`src/rtl/tlb_pkg.sv`:
```
package tlb_pkg;
    typedef enum logic [1:0] {
        RS_IDLE = 2'd0,
        RS_HIT  = 2'd1,
        RS_MISS = 2'd2
    } rsp_state_e;
endpackage

```
`src/rtl/tlb_entry.sv`:
```
module tlb_entry #(
    parameter int VPN_W  = 20,
    parameter int ASID_W = 8,
    parameter int PFN_W  = 20
) (
    input  logic              clk,
    input  logic              rst_n,
    input  logic              clr,
    input  logic              wr,
    input  logic [VPN_W-1:0]  wr_vpn,
    input  logic [ASID_W-1:0] wr_asid,
    input  logic [PFN_W-1:0]  wr_pfn,
    input  logic [VPN_W-1:0]  lk_vpn,
    input  logic [ASID_W-1:0] lk_asid,
    output logic              valid_o,
    output logic              lk_match_o,
    output logic              rf_match_o,
    output logic [PFN_W-1:0]  pfn_o
);
    logic              valid_q;
    logic [VPN_W-1:0]  vpn_q;
    logic [ASID_W-1:0] asid_q;
    logic [PFN_W-1:0]  pfn_q;

    always_ff @(posedge clk) begin
        if (!rst_n || clr) begin
            valid_q <= 1'b0;
        end else if (wr) begin
            valid_q <= 1'b1;
        end
    end

    always_ff @(posedge clk) begin
        if (!rst_n) begin
            vpn_q  <= '0;
            asid_q <= '0;
            pfn_q  <= '0;
        end else if (wr && !clr) begin
            vpn_q  <= wr_vpn;
            asid_q <= wr_asid;
            pfn_q  <= wr_pfn;
        end
    end

    assign valid_o    = valid_q;
    assign lk_match_o = valid_q && (vpn_q == lk_vpn) && (asid_q == lk_asid);
    assign rf_match_o = valid_q && (vpn_q == wr_vpn) && (asid_q == wr_asid);
    assign pfn_o      = pfn_q;

    // a write without a clear leaves the entry valid
    p_write_sets_valid_r6: assert property (@(posedge clk) disable iff (!rst_n)
        (wr && !clr) |=> valid_o);
    // a clear empties the entry on the next edge
    p_clear_empties_r10: assert property (@(posedge clk) disable iff (!rst_n)
        clr |=> !valid_o);
endmodule

```
`src/rtl/tlb_victim.sv`:
```
module tlb_victim #(
    parameter int ENTRIES = 8
) (
    input  logic               clk,
    input  logic               rst_n,
    input  logic               alloc,
    input  logic [ENTRIES-1:0] valid_vec,
    input  logic [ENTRIES-1:0] dup_vec,
    output logic [ENTRIES-1:0] sel
);
    localparam int PTR_W = (ENTRIES > 1) ? $clog2(ENTRIES) : 1;

    logic [PTR_W-1:0] rr_q;
    logic             any_dup;
    logic             all_full;
    logic             found;

    assign any_dup  = |dup_vec;
    assign all_full = &valid_vec;

    always_comb begin
        sel   = '0;
        found = 1'b0;
        if (any_dup) begin
            sel = dup_vec;
        end else if (!all_full) begin
            for (int i = 0; i < ENTRIES; i++) begin
                if (!found && !valid_vec[i]) begin
                    sel[i] = 1'b1;
                    found  = 1'b1;
                end
            end
        end else begin
            sel[rr_q] = 1'b1;
        end
    end

    always_ff @(posedge clk) begin
        if (!rst_n) begin
            rr_q <= '0;
        end else if (alloc && all_full && !any_dup) begin
            if (rr_q == PTR_W'(ENTRIES - 1)) rr_q <= '0;
            else                             rr_q <= rr_q + 1'b1;
        end
    end

    // every replacement of a full cache moves the pointer
    p_rr_moves_r7: assert property (@(posedge clk) disable iff (!rst_n)
        (alloc && all_full && !any_dup) |=> (rr_q != $past(rr_q)));
    // overwriting an existing entry keeps the pointer
    p_rr_holds_r8: assert property (@(posedge clk) disable iff (!rst_n)
        (alloc && any_dup) |=> $stable(rr_q));
    // at most one entry is chosen
    p_one_target_r6: assert property (@(posedge clk) disable iff (!rst_n)
        $onehot0(sel));
endmodule

```
`src/rtl/assoc_tlb.sv`:
```
module assoc_tlb
    import tlb_pkg::*;
#(
    parameter int ENTRIES = 8,
    parameter int VPN_W   = 20,
    parameter int OFF_W   = 12,
    parameter int PFN_W   = 20,
    parameter int ASID_W  = 8
) (
    input  logic                   clk,
    input  logic                   rst_n,
    input  logic                   lk_valid,
    input  logic [VPN_W-1:0]       lk_vpn,
    input  logic [OFF_W-1:0]       lk_off,
    input  logic [ASID_W-1:0]      lk_asid,
    input  logic                   rf_valid,
    input  logic [VPN_W-1:0]       rf_vpn,
    input  logic [ASID_W-1:0]      rf_asid,
    input  logic [PFN_W-1:0]       rf_pfn,
    input  logic                   flush,
    output logic                   rsp_valid,
    output logic                   rsp_hit,
    output logic                   rsp_miss,
    output logic [PFN_W-1:0]       rsp_pfn,
    output logic [PFN_W+OFF_W-1:0] rsp_paddr
);
    localparam int PA_W = PFN_W + OFF_W;

    logic [ENTRIES-1:0] valid_vec;
    logic [ENTRIES-1:0] lk_match_vec;
    logic [ENTRIES-1:0] rf_match_vec;
    logic [ENTRIES-1:0] wr_sel;
    logic [ENTRIES-1:0] wr_vec;
    logic [PFN_W-1:0]   pfn_arr [ENTRIES];
    logic               rf_accept;
    logic               lk_hit;
    logic [PFN_W-1:0]   hit_pfn;

    rsp_state_e       state_q, state_d;
    logic [PFN_W-1:0] pfn_q;
    logic [OFF_W-1:0] off_q;

    assign rf_accept = rf_valid && !flush;
    assign wr_vec    = rf_accept ? wr_sel : '0;

    for (genvar g = 0; g < ENTRIES; g++) begin : g_ent
        tlb_entry #(
            .VPN_W (VPN_W),
            .ASID_W(ASID_W),
            .PFN_W (PFN_W)
        ) u_ent (
            .clk       (clk),
            .rst_n     (rst_n),
            .clr       (flush),
            .wr        (wr_vec[g]),
            .wr_vpn    (rf_vpn),
            .wr_asid   (rf_asid),
            .wr_pfn    (rf_pfn),
            .lk_vpn    (lk_vpn),
            .lk_asid   (lk_asid),
            .valid_o   (valid_vec[g]),
            .lk_match_o(lk_match_vec[g]),
            .rf_match_o(rf_match_vec[g]),
            .pfn_o     (pfn_arr[g])
        );
    end

    tlb_victim #(
        .ENTRIES(ENTRIES)
    ) u_victim (
        .clk      (clk),
        .rst_n    (rst_n),
        .alloc    (rf_accept),
        .valid_vec(valid_vec),
        .dup_vec  (rf_match_vec),
        .sel      (wr_sel)
    );

    always_comb begin
        hit_pfn = '0;
        for (int i = 0; i < ENTRIES; i++) begin
            if (lk_match_vec[i]) hit_pfn = hit_pfn | pfn_arr[i];
        end
    end
    assign lk_hit = |lk_match_vec;

    always_comb begin
        if (!lk_valid)            state_d = RS_IDLE;
        else if (flush || !lk_hit) state_d = RS_MISS;
        else                       state_d = RS_HIT;
    end

    always_ff @(posedge clk) begin
        if (!rst_n) begin
            state_q <= RS_IDLE;
            pfn_q   <= '0;
            off_q   <= '0;
        end else begin
            state_q <= state_d;
            pfn_q   <= hit_pfn;
            off_q   <= lk_off;
        end
    end

    always_comb begin
        rsp_valid = 1'b0;
        rsp_hit   = 1'b0;
        rsp_miss  = 1'b0;
        rsp_pfn   = '0;
        rsp_paddr = '0;
        unique case (state_q)
            RS_IDLE: begin
            end
            RS_HIT: begin
                rsp_valid = 1'b1;
                rsp_hit   = 1'b1;
                rsp_pfn   = pfn_q;
                rsp_paddr = PA_W'({pfn_q, off_q});
            end
            RS_MISS: begin
                rsp_valid = 1'b1;
                rsp_miss  = 1'b1;
            end
            default: begin
            end
        endcase
    end

    // a lookup is answered one cycle later
    p_answer_next_r2: assert property (@(posedge clk) disable iff (!rst_n)
        lk_valid |=> rsp_valid);
    p_quiet_next_r2: assert property (@(posedge clk) disable iff (!rst_n)
        !lk_valid |=> !rsp_valid);
    // the offset passes through unchanged on a hit
    p_offset_kept_r4: assert property (@(posedge clk) disable iff (!rst_n)
        rsp_hit |-> (rsp_paddr[OFF_W-1:0] == $past(lk_off)));
    // no page and identifier pair is ever stored twice
    p_single_match_r8: assert property (@(posedge clk) disable iff (!rst_n)
        $onehot0(lk_match_vec));
    // flush leaves no valid entry
    p_flush_empties_r10: assert property (@(posedge clk) disable iff (!rst_n)
        flush |=> (valid_vec == '0));
    // hit and miss never together
    p_hit_xor_miss_r4: assert property (@(posedge clk) disable iff (!rst_n)
        !(rsp_hit && rsp_miss));
endmodule

```
`config.mk`:
```
export PLATFORM = sky130hd
export DESIGN_NAME = assoc_tlb
export DESIGN_NICKNAME = d
export VERILOG_FILES = /design/src/rtl/tlb_pkg.sv /design/src/rtl/tlb_entry.sv /design/src/rtl/tlb_victim.sv /design/src/rtl/assoc_tlb.sv
export SDC_FILE = /design/constraint.sdc
export NUM_CORES = 1
export LEC_CHECK = 0
export BUFFER_PORTS_ARGS = -buffer_cell sky130_fd_sc_hd__buf_2
export CAP_MARGIN = 20
export CORE_MARGIN = 2
export CORE_UTILIZATION = 60
export CTS_CLUSTER_SIZE = 10
export DETAILED_ROUTE_END_ITERATION = 7
export GPL_TIMING_DRIVEN = 0
export PLACE_DENSITY = 0.79
export SLEW_MARGIN = 40
export SYNTH_ARGS = -nofsm -noshare
export SYNTH_HDL_FRONTEND = slang
export SYNTH_HIERARCHICAL = 1
export SYNTH_SLANG_ARGS = --single-unit
```
`constraint.sdc`:
```
create_clock -name clk -period 3.5 [get_ports clk]
set_clock_uncertainty 0.1 [all_clocks]
set_input_delay 0.7 -clock clk [delete_from_list [all_inputs] [get_ports clk]]
set_output_delay 0.7 -clock clk [all_outputs]
set_load 0.02 [all_outputs]
```
==> results.sh, run 1 <==
export IMPL_hold_viol_final=0
export IMPL_synth_most_common_cell="nand2_1"
export IMPL_antenna_left=0
export IMPL_critical_path_class="register to register"
export IMPL_finalCriticalPeriod_ns=3.57
export IMPL_synthTopCellsByCount="nand2_1 (773), dfxtp_1 (429), a21boi_0 (328)"
export IMPL_initial_utilization_pct=60.6
export IMPL_async_flop_share_pct=0
export IMPL_crit_required_ns=3.91
export IMPL_ir_drop_mv=0.394
export IMPL_worstPathArrival_ns=3.98
export IMPL_hold_path_class="primary input to register"
export IMPL_drt_total_wl_mm=75.7
export IMPL_p_leak_nw=9.45
export IMPL_synth_top_area_share_pct=39.0
export IMPL_htree_levels=2
export IMPL_insertedDiodeCount=0
export IMPL_ys_ff_latch=429
export IMPL_clock_fmax_ghz=0.280
export IMPL_stdcell_area_um2=25200
export IMPL_final_util_pct=69.2
export IMPL_syn2layout_area_growth_pct=14.3
export IMPL_drc=0
export IMPL_hold_buffers=0
export IMPL_ioPinCount=148
export IMPL_clk_path_buf_depth=3
export IMPL_synth_edf_count=0
export IMPL_tightestPinTransition_ns=0.903
export IMPL_holdWs_ns=0.203
export IMPL_wire_per_inst_um=23.0
export IMPL_grt_max_degree=39
export IMPL_violations="negative setup slack"
export IMPL_ys_flop_type="dfxtp_1"
export IMPL_syn_nets=2694
export IMPL_seq_area_frac_synth_pct=39.0
export IMPL_preCtsSetupSlack_ns=-1.26
export IMPL_grt_remaining_overflow=0
export IMPL_setup_viol=28
export IMPL_rows=70
export IMPL_max_cap_viol_count=0
export IMPL_gp_congestion=1.01
export IMPL_drtPass1Iterations=6
export IMPL_die_area_um2=38200
export IMPL_io_buffers=147
export IMPL_nFillCells=2941
export IMPL_worstSkewPairLatency_ns=0.60
export IMPL_postSynthAreaPerCell_um2=8.48
export IMPL_p_clk_share_pct=45.2
export IMPL_fp_dieH_um=196
export IMPL_p_seq_share_pct=46.8
export IMPL_outcome="finished, violations left"
export IMPL_yosysUniqueCellTypes=42
export IMPL_p_per_area_nw_per_um2=420
export IMPL_coreArea_um2=36300
export IMPL_nNetsFinal=2905
export IMPL_yosysWarnings=6
export IMPL_grt_pass1_wl_mm=113
export IMPL_clk_pin_slew_worst_paths_ns=0.06
export IMPL_clock_sinks=429
export IMPL_root_buffer="clkbuf_16"
export IMPL_yosysTopAreaCell="dfxtp_1"
export IMPL_path_max_fanout=10
export IMPL_die_w_um=196
export IMPL_p_comb_share_pct=8.0
export IMPL_fin_ws_ns=-0.0688
export IMPL_relSlewSlack_pct=39.3
export IMPL_drv_slew=0
export IMPL_vias_per_cell=6.09
export IMPL_layout_drive_gt1_share_pct=13.3
export IMPL_switching_power_w=0.00259
export IMPL_rsz0062_at_grt="true"
export IMPL_start_kind="register"
export IMPL_synth_cells=2597
export IMPL_cts_buffers_inserted=50
export IMPL_vias=20012
export IMPL_cts_tree="built"
export IMPL_antenna_found_initial=1
export IMPL_drt_iter0_drc=1844
export IMPL_p_int_w=0.00797
export IMPL_syn_area_um2=22000
export IMPL_cp_end_kind="register"
export IMPL_track_usage_pct=39.1
export IMPL_hpwl_mm=53.2
export IMPL_dpl_cell_area_um2=23300
export IMPL_netlist_top_cells_area="dfxtp_1 (39%), nand2_1 (13%), xor2_1 (12%)"
export IMPL_setup_tns_ns=-0.508
export IMPL_power_switching_share_pct=24.5
export IMPL_grt_pass1_vias=19484
export IMPL_finalCritPeriodShare_pct=102
-- final timing paths --
kind	depth (start not counted)	endpoint	from	slack (ns)
worst min register to register	2	g_ent[4].u_ent/pfn_o[18]	g_ent[4].u_ent/pfn_o[18]	0.36
worst max-delay path	14	g_ent[5].u_ent/asid_q[4]	g_ent[6].u_ent/asid_q[2]	-0.07
worst min-delay path	2	off_q[1]	lk_off[1]	0.20
worst max register to register	14	g_ent[5].u_ent/asid_q[4]	g_ent[6].u_ent/asid_q[2]	-0.07
-- layout by cell type (no fill, tap or decap), drive strengths merged, types with 13 or more instances in the layout --
cell type  Yosys  layout
nand3         20      20
dfxtp        429     429
nor3          17      17
nand2        773     773
and2          52      52
a22oi         80      80
clkbuf        47     123
xnor2        144     144
nor4          85      85
nor2          13      13
a21boi       384     384
a41oi         20      20
buf          116     255
xor2         304     304
nand4         50      50
-- final cells by class --
type	instances	area [um^2]	area share (%)
multi-input cells	1999	12700	50.4
repair buffers	159	883	3.51
plain buffers	163	981	3.90
well taps	468	586	2.33
clock inverters	5	101	0.403
clock buffers	56	1310	5.22
flip-flops and latches	429	8590	34.2
inverters	6	22.5	0.0895
-- worst max-delay path, cell delays in order, from the launching register on --
cell	delay (ns)
dfxtp_1	0.36
xor2_1	0.18
nor4_1	0.51
nand4_1	0.27
nor4_4	0.37
nor4_4	0.08
nand2_2	0.14
nor2_2	0.07
a31o_2	0.23
and2_1	0.20
nand2b_1	0.22
buf_4	0.25
buf_4	0.21
nand2_1	0.07
a21boi_0	0.21
-- per-layer routing --
layer  track usage (%)  wire length (um)  part of all wire [%]  up-vias
met1              47.2             28600                    38     9454
met4              29.1              6180                   8.2        2
met3              8.26              7370                   9.7      342
met2              61.8             33500                    44     1135
li1                  -                 -                     -     9079
met5                 0                19                 0.025        -
-- cells by family after synthesis --
family	synth area share (%)
DFF	39.0
and+or+nand+nor	21.4
xor gates and xnor gates	17.8
AOI/OAI and AO/OA	17.2
buffers and inverters	4.33
adders and majority gates	0.227
-- sequential cells by signal, indices dropped and copies added (netlist names) --
name / cells
g_ent.u_ent/pfn_o: 160
g_ent.u_ent/vpn_q: 160
g_ent.u_ent/asid_q: 64
pfn_q: 20
off_q: 12
g_ent.u_ent/valid_o: 8
u_victim/rr_q: 3
state_q: 2
-- stage by stage --
stage                     cells  total power (W)
after detailed placement   3212          0.00583
after floorplan            2597          0.00541
after global placement     3212          0.00581
after CTS                  3279           0.0105
after global routing       3285           0.0108
final                      3285           0.0106
-- power groups by stage --
stage          logic, W  registers [W]  clock network [W]
2_1_floorplan  0.000372        0.00504                  0
3_3_place_gp   0.000769        0.00504                  0
3_5_place_dp   0.000783        0.00505                  0
4_1_cts        0.000798        0.00494            0.00481
5_1_grt        0.000871        0.00494            0.00498
6_report       0.000844        0.00494            0.00478
-- what timing repair did --
action                                  4_1_cts  5_1_grt
gates resized for setup                      32       42
endpoints found under the setup margin      384      319
buffers inserted                              6        6
pin swaps                                     5        6
(Power assumes the default switching activity.)
==> inputs of run 2 (changes only) <==
BUFFER_PORTS_ARGS = not set   (was -buffer_cell sky130_fd_sc_hd__buf_2)
DONT_BUFFER_PORTS = 1   (was not set)
GPL_TIMING_DRIVEN = not set   (was 0)
PLACE_DENSITY = 0.76   (was 0.79)
==> run 2 against run 1 <==
The run now ends clean. Count of clock-buffer cells in the layout increased by 6. Register-to-register slack improved by 0.25 ns. Clock power decreased by 1%. Sequential share of layout area increased by 1.1 points. Sequential cell count unchanged. Non-clock buffer count decreased by 231. Largest cell class unchanged.
==> results.sh, run 2 (synthesis results as in run 1) <==
export IMPL_outcome="complete, no violations"
export IMPL_gp_congestion=1.02
export IMPL_crit_required_ns=3.87
export IMPL_worstPathArrival_ns=3.68
export IMPL_rows=70
export IMPL_layout_drive_gt1_share_pct=7.56
export IMPL_timing_rr_end="g_ent[0].u_ent/pfn_o[13]"
export IMPL_grt_pass1_wl_mm=107
export IMPL_stdcell_area_um2=24400
export IMPL_wire_per_inst_um=23.1
export IMPL_crit_top_cell="buf_4"
export IMPL_worstRegToRegCells=15
export IMPL_holdCritStartpoint="flush"
export IMPL_finalCriticalPeriod_ns=3.32
export IMPL_p_leak_nw=8.69
export IMPL_cts_buffers_inserted=50
export IMPL_die_w_um=196
export IMPL_drv_slew=0
export IMPL_antenna_left=0
export IMPL_grt_remaining_overflow=0
export IMPL_worst_path_buf_inv=3
export IMPL_p_int_w=0.00790
export IMPL_reg2reg_slack_ns=0.18
export IMPL_drt_total_wl_mm=70.8
export IMPL_syn2layout_area_growth_pct=10.7
export IMPL_hold_viol_final=0
export IMPL_setup_viol=0
export IMPL_dpl_cell_area_um2=22900
export IMPL_min_path_cells=1
export IMPL_start_kind="register"
export IMPL_vias_per_cell=6.11
export IMPL_nFillCells=2972
export IMPL_r2r_start="g_ent[5].u_ent/vpn_q[10]"
export IMPL_p_comb_share_pct=4.6
export IMPL_initial_utilization_pct=60.6
export IMPL_fp_dieH_um=196
export IMPL_coreArea_um2=36300
export IMPL_worstSkewPairLatency_ns=0.61
export IMPL_vias=18693
export IMPL_root_buffer="clkbuf_16"
export IMPL_max_cap_viol_count=0
export IMPL_die_area_um2=38200
export IMPL_grt_pass1_vias=17943
export IMPL_cts_setup_buffers=0
export IMPL_track_usage_pct=36.8
export IMPL_critical_path_class="register to register"
export IMPL_power_switching_share_pct=21.9
export IMPL_clock_sinks=429
export IMPL_insertedDiodeCount=0
export IMPL_relSlewSlack_pct=42.5
export IMPL_preCtsSetupSlack_ns=-0.316
export IMPL_slowest_delay_ns=0.44
export IMPL_ir_drop_mv=0.389
export IMPL_final_cell_mix="nand2_1 (773), dfxtp_1 (429), a21boi_0 (328)"
export IMPL_place_inst=2993
export IMPL_grt_max_degree=408
export IMPL_nNetsFinal=2674
export IMPL_io_buffers=0
export IMPL_p_clk_share_pct=46.6
export IMPL_antenna_found_initial=0
export IMPL_cts_tree="built"
export IMPL_switching_power_w=0.00221
export IMPL_tightestPinTransition_ns=0.854
export IMPL_hpwl_mm=47.2
export IMPL_p_per_area_nw_per_um2=415
export IMPL_clk_pin_slew_worst_paths_ns=0.06
export IMPL_htree_levels=2
export IMPL_cp_end_kind="register"
export IMPL_clock_fmax_ghz=0.302
export IMPL_fin_ws_ns=0.183
export IMPL_ioPinCount=148
export IMPL_hold_path_class="primary input to register"
export IMPL_drt_iter0_drc=1910
export IMPL_p_seq_share_pct=48.8
export IMPL_holdPathEnd="g_ent[4].u_ent/valid_o"
export IMPL_finalCritPeriodShare_pct=94.8
export IMPL_final_common_cell="nand2_1"
export IMPL_drtPass1Iterations=6
export IMPL_drc=0
export IMPL_worst_path_dominant_cell_family="simple AND/OR/NAND/NOR gates"
export IMPL_clk_path_buf_depth=3
export IMPL_path_cells="xor2_1, nor4_4, buf_4, nand4_1, nor4_2, buf_4, nor4_4, nand2_1, nor3_2, a211o_1, and2_1, and2b_2, buf_4, nand2_1, a21boi_0"
export IMPL_crit_path_top_delay_cell="nor4_4"
export IMPL_path_max_fanout=12
export IMPL_rsz0062_at_grt="false"
export IMPL_stdcell_count=3059
export IMPL_p_total_w=0.0101
run 2: cell count changes in the layout (fill, tap and decap cells not counted), sizes merged:
cell	before	now
buf	255	91
clkbuf	123	62
bufinv	2	1
clkinv	2	1
inv	7	8
run 2: power by group through the flow:
stage | clock (W) | combinational (W) | sequential, W
after floorplan | 0 | 0.000372 | 0.00504
after global placement | 0 | 0.000438 | 0.00504
after detailed placement | 0 | 0.000443 | 0.00504
after CTS | 0.00476 | 0.000448 | 0.00494
after global routing | 0.00496 | 0.000483 | 0.00494
final | 0.00472 | 0.000461 | 0.00494
run 2: metal layers:
metal  part of all wire [%]  vias up  GRT usage (%)
met5                      0        -              0
met4                    6.8        0           24.6
met3                    9.6      246           7.67
met2                     45      958           58.5
met1                     39     8876           45.1
li1                       -     8613              -
run 2: worst max-delay path by stage:
| stage | start | end | slack, ns | cells after the start |
|---|---|---|---|---|
| finish | g_ent[5].u_ent/vpn_q[10] | g_ent[0].u_ent/pfn_o[13] | 0.18 | 15 |
| floorplan | rf_asid[0] | g_ent[2].u_ent/asid_q[1] | 0.33 | 14 |
| CTS | g_ent[5].u_ent/vpn_q[10] | g_ent[0].u_ent/pfn_o[13] | 0.04 | 15 |
| detailed placement | rf_vpn[10] | g_ent[0].u_ent/pfn_o[13] | -0.32 | 14 |
| global placement | rf_vpn[10] | g_ent[0].u_ent/pfn_o[4] | -0.42 | 15 |
| global route | g_ent[5].u_ent/asid_q[7] | g_ent[6].u_ent/pfn_o[10] | 0.002 | 15 |
run 2: worst reg2reg max path: stages, from the launching register on:
cell,delay (ns)
dfxtp_1,0.35
xor2_1,0.20
nor4_4,0.44
buf_4,0.18
nand4_1,0.11
nor4_2,0.20
buf_4,0.20
nor4_4,0.05
nand2_1,0.14
nor3_2,0.08
a211o_1,0.31
and2_1,0.19
and2b_2,0.25
buf_4,0.21
nand2_1,0.08
a21boi_0,0.08
run 2: through the flow:
stage          TNS (ns)  utilization (%)  hold slack (ns)
2_1_floorplan         0                -            0.344
3_3_place_gp    -118.53             63.1            0.349
3_5_place_dp     -74.13             63.1            0.356
4_1_cts               0             67.0           0.0616
5_1_grt               0             67.0           0.0676
6_report              0             67.0           0.0873
run 2: area by class of cell:
| class | instances | area, um^2 | share of cell area, % |
|---|---|---|---|
| Inverter | 6 | 22.5 | 0.0924 |
| Sequential cell | 429 | 8590 | 35.2 |
| Tap cell | 468 | 586 | 2.40 |
| Clock inverter | 4 | 63.8 | 0.262 |
| Multi-Input combinational cell | 1999 | 12600 | 51.7 |
| Timing Repair Buffer | 91 | 1160 | 4.75 |
| Clock buffer | 62 | 1350 | 5.52 |
run 2: repair_timing:
item | 4_1_cts | 5_1_grt
hold buffers | 0 | 0
resized for setup | 1 | 3
endpoints found under the setup margin | 2 | 6
==> inputs of run 3 (changes only) <==
ABC_AREA = 1   (was not set)
==> run 3 against run 2 <==
Synthesized cell count up 67%. Critical path depth up 3. Count of clock-buffer cells in the layout up 1. Clock power up 2%. Cell count up 57%. Hold slack worse by 0.019 ns. Setup slack worse by 0.028 ns. Via count up 37%. Sequential share of layout area down 2.7 points. Global-route usage up 0.070 points. Critical path type unchanged. The run now ends with design-rule violations left. Combinational power up 31%.
==> results.sh, run 3 <==
export IMPL_outcome="finished, violations left"
export IMPL_violations="design-rule violations"
export IMPL_dpl_cell_area_um2=24900
export IMPL_synth_cells=4347
export IMPL_stdcell_area_um2=26400
export IMPL_nFillCells=4062
export IMPL_grt_pass1_wl_mm=125
export IMPL_final_common_cell="nand2_1"
export IMPL_cts_setup_buffers=0
export IMPL_drv_slew=0
export IMPL_antenna_found_initial=0
export IMPL_rsz0062_at_grt="false"
export IMPL_synth_most_common_cell="nand2_1"
export IMPL_synthTopCellsByCount="nand2_1 (1615), nor2_1 (695), inv_1 (671)"
export IMPL_clk_pin_slew_worst_paths_ns=0.06
export IMPL_p_leak_nw=13.7
export IMPL_final_util_pct=64.5
export IMPL_syn_nets=4444
export IMPL_synth_top_area_share_pct=34.4
export IMPL_finalCritPeriodShare_pct=95.6
export IMPL_yosysUniqueCellTypes=29
export IMPL_drt_total_wl_mm=81.3
export IMPL_clock_fmax_ghz=0.299
export IMPL_vias_per_cell=5.31
export IMPL_p_total_w=0.0104
export IMPL_grt_max_degree=408
export IMPL_drc=4
export IMPL_p_clk_share_pct=46.4
export IMPL_nNetsFinal=4366
export IMPL_yosysTopAreaCell="dfxtp_1"
export IMPL_ir_drop_mv=0.364
export IMPL_final_cell_mix="nand2_1 (1615), nor2_1 (687), inv_1 (670)"
export IMPL_cp_end_kind="register"
export IMPL_die_area_um2=43300
export IMPL_layout_drive_gt1_share_pct=3.27
export IMPL_setup_tns_ns=0
export IMPL_finalCriticalPeriod_ns=3.34
export IMPL_switching_power_w=0.00247
export IMPL_hold_buffers=0
export IMPL_worstPathArrival_ns=3.77
export IMPL_initial_utilization_pct=61.0
export IMPL_p_comb_share_pct=5.8
export IMPL_ys_ff_latch=429
export IMPL_netlist_top_cells_area="dfxtp_1 (34%), nand2_1 (24%), nor2_1 (10%)"
export IMPL_syn2layout_area_growth_pct=5.67
export IMPL_root_buffer="clkbuf_16"
export IMPL_path_max_fanout=29
export IMPL_syn_area_um2=25000
export IMPL_critical_path_class="register to register"
export IMPL_ioPinCount=148
export IMPL_clock_sinks=429
export IMPL_cts_tree="built"
export IMPL_power_switching_share_pct=23.8
export IMPL_die_w_um=208
export IMPL_ctsResizeCount=0
export IMPL_clk_path_buf_depth=3
export IMPL_crit_required_ns=3.93
export IMPL_rows=74
export IMPL_drt_iter0_drc=3015
export IMPL_postSynthAreaPerCell_um2=5.75
export IMPL_p_per_area_nw_per_um2=393
export IMPL_coreArea_um2=40900
export IMPL_fp_dieH_um=208
export IMPL_drtPass1Iterations=8
export IMPL_hold_path_class="primary input to register"
export IMPL_htree_levels=2
export IMPL_tightestPinTransition_ns=0.993
export IMPL_hold_viol_final=0
export IMPL_synth_edf_count=0
export IMPL_track_usage_pct=36.8
export IMPL_grt_remaining_overflow=0
export IMPL_wire_per_inst_um=16.9
export IMPL_p_int_w=0.00790
export IMPL_seq_area_frac_synth_pct=34.4
export IMPL_gp_congestion=0.981
export IMPL_worstSkewPairLatency_ns=0.62
export IMPL_grt_pass1_vias=22810
export IMPL_fin_ws_ns=0.156
export IMPL_p_seq_share_pct=47.8
export IMPL_vias=25578
export IMPL_hpwl_mm=54.1
export IMPL_max_cap_viol_count=0
export IMPL_insertedDiodeCount=0
export IMPL_async_flop_share_pct=0
export IMPL_start_kind="register"
export IMPL_antenna_left=0
export IMPL_cts_buffers_inserted=50
export IMPL_setup_viol=0
export IMPL_preCtsSetupSlack_ns=0.180
export IMPL_ys_flop_type="dfxtp_1"
export IMPL_yosysWarnings=6
export IMPL_io_buffers=0
export IMPL_relSlewSlack_pct=33.8
run 3: changes by cell type after synthesis, moves of 49 or more:
cell      change
nand4_1      -49
nand2_1     +842
xnor2_1     -128
o21ai_0     +412
and2_1       -52
a21boi_0    -328
inv_1       +665
a22oi_1      -80
nor2_1      +682
a21boi_1     -56
a21oi_1     +236
xor2_1      -304
nor4_1       -66
run 3: routing by layer:
layer / track usage, % / wire length (um) / part of all wire, %
met5: 0 / 0 / 0
met4: 17.1 / 3760 / 4.6
met1: 49.3 / 33400 / 41
met3: 8.21 / 9530 / 12
met2: 56.6 / 34500 / 42
run 3: critical path, stage by stage, from the launching register on:
cell	delay, ns
dfxtp_1	0.54
nand2_1	0.11
nor2_1	0.13
nand2_1	0.12
nor2_1	0.45
nand2_1	0.12
nor2_1	0.12
inv_1	0.06
nand3_1	0.11
nor2_2	0.11
o211ai_1	0.11
nand2_1	0.06
inv_1	0.05
nor2_1	0.05
inv_1	0.11
nor2_4	0.05
inv_2	0.51
o21ai_0	0.15
a21oi_1	0.17
run 3: cell families (layout without fill, tap and decap cells):
family / Yosys count / after routing / share of synthesized area, %
flops: 429 / 429 / 34.4
buf+inv: 842 / 779 / 14.5
simple gates: 2370 / 2370 / 36.4
compound gates: 686 / 686 / 14.0
fa+ha+maj: 4 / 4 / 0.200
xor+xnor: 16 / 16 / 0.561
run 3: worst paths after layout:
check                                                 to  depth (start not counted)                      from  slack, ns
worst max-delay path            g_ent[3].u_ent/vpn_q[15]                         18    g_ent[2].u_ent/valid_o       0.16
worst min-delay path              g_ent[1].u_ent/valid_o                          1                     flush       0.07
worst max register to register  g_ent[3].u_ent/vpn_q[15]                         18    g_ent[2].u_ent/valid_o       0.16
worst min register to register  g_ent[4].u_ent/pfn_o[13]                          2  g_ent[4].u_ent/pfn_o[13]       0.40
run 3: cell type report:
type	instances	area, um^2	share of cell area (%)
clock buffer	63	1340	5.08
clock inverter	4	106	0.403
inverter	679	2550	9.66
multi-input combinational	3076	12800	48.4
sequential	429	8590	32.5
tap	532	666	2.52
timing repair buffer	33	360	1.37
run 3: power by group through the flow:
| stage | registers [W] | logic, W | clock network (W) |
|---|---|---|---|
| after global routing | 0.00496 | 0.000698 | 0.00504 |
| after global placement | 0.00506 | 0.000580 | 0 |
| after detailed placement | 0.00506 | 0.000590 | 0 |
| final | 0.00496 | 0.000604 | 0.00481 |
| after CTS | 0.00495 | 0.000594 | 0.00486 |
| after floorplan | 0.00505 | 0.000520 | 0 |
run 3: metrics by stage:
| stage | cells | hold WS (ns) |
|---|---|---|
| after global routing | 4816 | 0.0494 |
| final | 4816 | 0.0685 |
| after floorplan | 4347 | 0.364 |
| after global placement | 4749 | 0.377 |
| after detailed placement | 4749 | 0.382 |
| after CTS | 4816 | 0.0494 |
